$ cat config.mk
export PLATFORM = sky130hd
export DESIGN_NAME = slot_pace_trigger
export DESIGN_NICKNAME = d
export VERILOG_FILES = /design/src/rtl/slot_pace_pkg.sv /design/src/rtl/slot_pace_counter.sv /design/src/rtl/slot_pace_fsm.sv /design/src/rtl/slot_pace_trigger.sv
export SDC_FILE = /design/constraint.sdc
export NUM_CORES = 1
export LEC_CHECK = 0
export ABC_AREA = 1
export BUFFER_PORTS_ARGS = -buffer_cell sky130_fd_sc_hd__buf_4
export CORE_UTILIZATION = 47
export DETAILED_ROUTE_END_ITERATION = 10
export GPL_TIMING_DRIVEN = 0
export PLACE_DENSITY = 0.73
export SETUP_SLACK_MARGIN = 0.4
export SYNTH_ARGS = -nofsm -noshare
export SYNTH_HDL_FRONTEND = slang
export SYNTH_HIERARCHICAL = 1
export SYNTH_SLANG_ARGS = --single-unit
$ cat constraint.sdc
create_clock -name clk -period 2 [get_ports clk]
set_clock_uncertainty 0.1 [all_clocks]
set_input_delay 0.3 -clock clk [delete_from_list [all_inputs] [get_ports clk]]
set_output_delay 0.3 -clock clk [all_outputs]
set_load 0.02 [all_outputs]
$ cat src/rtl/slot_pace_pkg.sv
package slot_pace_pkg;

    typedef enum logic [0:0] {
        SP_IDLE = 1'b0,
        SP_RUN  = 1'b1
    } sp_state_e;

    typedef struct packed {
        logic clear;
        logic load;
        logic dec;
    } cnt_ctrl_t;

endpackage

$ cat src/rtl/slot_pace_counter.sv
module slot_pace_counter
    import slot_pace_pkg::*;
#(
    parameter int CNT_W = 9
) (
    input  logic             clk,
    input  logic             rst,
    input  cnt_ctrl_t        ctrl,
    input  logic [CNT_W-1:0] load_val,
    output logic [CNT_W-1:0] remain,
    output logic             last
);

    // clear beats load beats decrement
    always_ff @(posedge clk) begin
        if (rst || ctrl.clear) begin
            remain <= '0;
        end else if (ctrl.load) begin
            remain <= load_val;
        end else if (ctrl.dec) begin
            remain <= remain - CNT_W'(1);
        end
    end

    assign last = (remain == CNT_W'(1));

endmodule

$ cat src/rtl/slot_pace_fsm.sv
module slot_pace_fsm
    import slot_pace_pkg::*;
(
    input  logic      clk,
    input  logic      rst,
    input  logic      tick_en,
    input  logic      cmd_start,
    input  logic      cmd_done,
    input  logic      fifo_nonempty,
    input  logic      period_ok,
    input  logic      last,
    output cnt_ctrl_t ctrl,
    output logic      fire,
    output logic      running
);

    sp_state_e state_q, state_d;

    always_ff @(posedge clk) begin
        if (rst) begin
            state_q <= SP_IDLE;
        end else begin
            state_q <= state_d;
        end
    end

    always_comb begin
        state_d = state_q;
        ctrl    = '0;
        fire    = 1'b0;
        unique case (state_q)
            SP_IDLE: begin
                if (cmd_start) begin
                    ctrl.clear = 1'b1;
                end else if (cmd_done && period_ok) begin
                    ctrl.load = 1'b1;          // ARM
                    state_d   = SP_RUN;
                end
            end
            SP_RUN: begin
                if (cmd_start) begin
                    ctrl.clear = 1'b1;         // ABORT
                    state_d    = SP_IDLE;
                end else if (cmd_done) begin
                    if (period_ok) begin
                        ctrl.load = 1'b1;      // RELOAD on new completion
                    end else begin
                        ctrl.clear = 1'b1;     // HALT
                        state_d    = SP_IDLE;
                    end
                end else if (tick_en && last) begin
                    fire = fifo_nonempty;
                    if (period_ok) begin
                        ctrl.load = 1'b1;      // RELOAD at slot end
                    end else begin
                        ctrl.clear = 1'b1;     // HALT
                        state_d    = SP_IDLE;
                    end
                end else if (tick_en) begin
                    ctrl.dec = 1'b1;
                end
            end
            default: state_d = SP_IDLE;
        endcase
    end

    assign running = (state_q == SP_RUN);

endmodule

$ cat src/rtl/slot_pace_trigger.sv
module slot_pace_trigger
    import slot_pace_pkg::*;
#(
    parameter int LO_W = 8
) (
    input  logic            clk,
    input  logic            rst,
    input  logic            tick_en,
    input  logic            cmd_start,
    input  logic            cmd_done,
    input  logic            fifo_nonempty,
    input  logic [LO_W-1:0] period_lo,
    input  logic            period_msb,
    output logic            send_start,
    output logic            slot_running
);

    localparam int CNT_W = LO_W + 1;

    cnt_ctrl_t        ctrl;
    logic [CNT_W-1:0] remain;
    logic             last;
    logic             period_ok;

    assign period_ok = |period_lo;

    slot_pace_fsm u_fsm (
        .clk          (clk),
        .rst          (rst),
        .tick_en      (tick_en),
        .cmd_start    (cmd_start),
        .cmd_done     (cmd_done),
        .fifo_nonempty(fifo_nonempty),
        .period_ok    (period_ok),
        .last         (last),
        .ctrl         (ctrl),
        .fire         (send_start),
        .running      (slot_running)
    );

    slot_pace_counter #(.CNT_W(CNT_W)) u_cnt (
        .clk     (clk),
        .rst     (rst),
        .ctrl    (ctrl),
        .load_val({period_msb, period_lo}),
        .remain  (remain),
        .last    (last)
    );

endmodule

[Word level (Yosys, flattened, before mapping)]
Index checks and enable logic that the tools add are counted.
Storage, ports and cells
  bits of input ports: 15
  output and inout bits: 2
  register bits: 10
  logic and storage cells: 34
Operators by class
  reductions and logical operators: 5
  add/subtract/negate cells: 1
  mux-type cells: 24
  eq/ne operators: 1
  bitwise operators: 1
Operators with widths (count)
  9-bit 2-to-1 mux: 2
  1-bit 2-to-1 mux: 17
  9-bit by 1-bit equality test with 1-bit output (second input constant): 1
  9-bit by 1-bit subtractor with 9-bit output (second input constant): 1
  8-bit OR reduction: 1
  2-bit 2-to-1 mux: 3
  2-bit case mux with 2 select lines: 1
  1-bit logical AND: 2
  1-bit case mux with 2 select lines: 1
  2-bit nonzero test: 1
  1-bit logical OR: 1
  1-bit inverter: 1

[Longest topological paths before layout]
  depth in word-level cells: 8
  gate-level depth with buffers: 14
  mapped depth without buffers: 13

[Hierarchy]
The synthesis kept the hierarchy.
Modules (own cells, without submodules)
  slot_pace_counter: area an instance 618.1 sq um, instances 1, sequential area each 180.2 sq um, cells an instance 93
  slot_pace_fsm: area an instance 120.1 sq um, instances 1, sequential area each 20.0 sq um, cells an instance 24
  slot_pace_trigger: area an instance 56.3 sq um, instances 1, sequential area each 0.0 sq um, cells an instance 15

[Worst setup path after synthesis]
OpenSTA, ideal clock, no wires.
  path type: register to register
  from: register u_cnt.remain[1]
  to: register u_cnt.remain[5]
  setup time: 121 ps
  cell stages (with the launch flop): 15
  setup slack: 24 ps
  period minus slack after synthesis: 1976 ps
  data arrival time: 1755 ps
  data required time: 1779 ps
  path buffers: 1
  cell sequence: dfxtp_1 > inv_1 > ha_1 > nand4_1 > nor3_1 > nand2_1 > nand2_1 > nor2_1 > nor2_1 > buf_6 > inv_4 > nand2_4 > nor2_1 > a21boi_1 > a21oi_1
RTL lines
  start: declaration: line slot_pace_counter.sv:10  | output logic [CNT_W-1:0] remain,
  start signal: assignment: line slot_pace_counter.sv:19  | remain <= load_val;
  start signal: assignment: line slot_pace_counter.sv:21  | remain <= remain - CNT_W'(1);

==> reports/summary.txt <==
outcome -> complete, no violations
Ant. Diodes -> 0
CTS tree -> yes
Die ar. -> 1860 sq um
post-route design area -> 1130 sq um
Longest Clk Path Bufs -> 2
Peak VDD IR -> 0.334 mV
Pleak -> 0.545 nW
Syn Std Cell Area -> 795 sq um
row cnt -> 14
CTS H-Tree Depth -> 1
max_slew headroom -> 0.753
# DRC -> 0
I/O pin cnt -> 17
via count -> 898
Seq/Total Area, Yosys -> 0.252
PortBufs -> 16
Post-Route WL -> 2.11 mm
P&R area growth vs syn -> 41.7%
core area -> 1540 sq um
initial antenna violation count -> 0
total track usage -> 0.260
crit end category -> flop
CP Cell Sequence -> inv_2 > ha_4 > nand4_1 > nor3_2 > nand2_1 > nand2_2 > nor2_2 > nor2_2 > buf_6 > inv_6 > nand2_8 > nor2_4 > a21boi_2 > a21oi_1
Hold/Removal Path Class -> primary input to flop
share of cells above drive strength 1 -> 0.405
global route total overflow -> 0
Worst-Margin Slew -> 0.369 ns
Initial Utilization -> 0.515
synth warn -> 6
Routed Antenna Nets -> 0
number of synthesized register bits -> 10
Worst-Skew Late Latency -> 0.27 ns
placer congestion estimate -> 0.866
vias per cell -> 5.16
Critical Path Slowest Stage Cell -> dfxtp_2
Cells after Synth -> 132
DR pass1 iterations -> 4
MaxCap Viol Count -> 0
crit-path max FO -> 5
first-pass GRT wire length -> 3.57 mm
largest net degree at the start of global routing -> 9
Tmin final -> 1.94 ns
crit path launch type -> flop
Max Fclk -> 516 MHz
CTS buffer count -> 3
Pins Over Slew Limit -> 0
filler cell count -> 134
CP max stage delay -> 0.33 ns
WS Path Type -> flop to flop
unrepaired setup endpoints after global routing -> true
Final Hold Vio Count -> 0
Finish-stage setup viols -> 0
net count after synthesis -> 149
P per Cell Area -> 485 nW/um^2
Net count, final -> 176
die height -> 43.1 microns
Die Span X -> 43.1 microns
clock root buffer master -> clkbuf_4
setup_tns -> 0 ns
DP Area -> 972 sq um
Worst path most repeated cell -> nor2_2
Clock Sinks -> 10
Arr. time, crit path -> 1.98 ns
Initial DRC Count -> 17
Syn Area/Cell -> 6.02 sq um
DR WL/cell -> 12.1 microns
Util after Layout -> 0.731
synth unique cells -> 23
Reg clk slew, reported paths -> 0.08 ns
vias in the first global route -> 830
Tcrit/Tclk final -> 0.969
detailed placement HPWL -> 1.47 mm
power consumption -> 0.000546 W
required time of the worst setup path -> 2.05 ns
-- registers in the layout, indices dropped and copies added, names as in the netlist --
signal	cells
u_cnt/remain	9
u_fsm/running	1
-- repair_timing --
item	in CTS	in global routing
gates resized for setup	12	10
setup endpoints to repair	10	11
setup buffers	6	0
pin swaps	11	10
hold buffers	0	0
-- critical path, delay by kind of cell, from the launching register on --
family | cells | cell delay (ns)
fa+ha+maj | 1 | 0.12
compound gates | 2 | 0.22
flops | 1 | 0.33
buf+inv | 3 | 0.25
simple gates | 8 | 0.79
-- path summary, 6_finish.rpt --
path | startpoint | endpoint | slack, ns | depth (start not counted)
min reg2reg | u_cnt/remain[8] | u_cnt/remain[8] | 0.49 | 2
max | u_cnt/remain[1] | u_cnt/remain[5] | 0.06 | 14
min | rst | u_fsm/running | 0.18 | 4
max reg2reg | u_cnt/remain[1] | u_cnt/remain[5] | 0.06 | 14
-- power breakdown --
part	switching (W)	internal, W	leakage (nW)
logic	0.0000787	0.0000643	0.442
registers	0.00000808	0.000204	0.0825
clock network	0.0000800	0.000111	0.0210
total	0.000167	0.000379	0.545
-- layout make-up --
class / count / area (sq um) / area share
inverter: 29 / 114 / 0.101
multi-input combinational: 92 / 567 / 0.503
timing repair buffer: 22 / 173 / 0.153
sequential: 10 / 205 / 0.182
buffer: 1 / 11.3 / 0.0100
tap: 16 / 20.0 / 0.0178
clock buffer: 4 / 36.3 / 0.0322
-- routing by layer --
layer	vias to the layer above	GRT usage	routed length, microns
li1	464	-	-
met1	412	0.351	992
met2	20	0.403	1020
met3	2	0.0809	84
met4	0	0.0606	13
met5	-	0	0
-- stage by stage --
step	std cells	setup WS [ns]	hold slack, ns
after floorplan	132	0.181	0.363
after global placement	164	-0.0350	0.454
after detailed placement	164	-0.0988	0.452
after CTS	174	0.0406	0.170
after global routing	174	-0.0732	0.179
final	174	0.0617	0.177
-- cell usage in the layout, fill, tap and decap left out, types with 2 or more instances in the layout --
cell / n
nand3_1: 7
a21oi_1: 6
o21ai_1: 5
inv_1: 23
nand2_1: 27
a22oi_1: 3
clkbuf_4: 3
buf_4: 20
dfxtp_1: 8
nor2_4: 2
nand2_2: 7
buf_6: 3
nor3_4: 2
o21ai_2: 2
nor2_2: 8
inv_2: 5
a22oi_2: 2
nor2_1: 10
-- synthesized netlist by cell type, drive strengths merged --
library cell  number  area (sq um)
nand4              1          6.26
ha                 2          25.0
inv               29           111
nor2              20          95.1
nand3              8          40.0
nand2             35           151
xor2               1          8.76
buf                1          11.3
o21ai              8          40.0
nor3               3          15.0
a21boi             1          7.51
a22oi              5          37.5
a21oi              7          38.8
dfxtp             10           200
a31oi              1          6.26
-- logic make-up after synthesis --
| group | synth area share |
|---|---|
| AO/OA/AOI/OAI | 0.164 |
| buffers and inverters | 0.154 |
| AND/OR/NAND/NOR | 0.387 |
| XOR/XNOR | 0.0110 |
| adder cells (fa/ha/maj) | 0.0315 |
| flip-flops | 0.252 |
(Power assumes the default switching activity.)
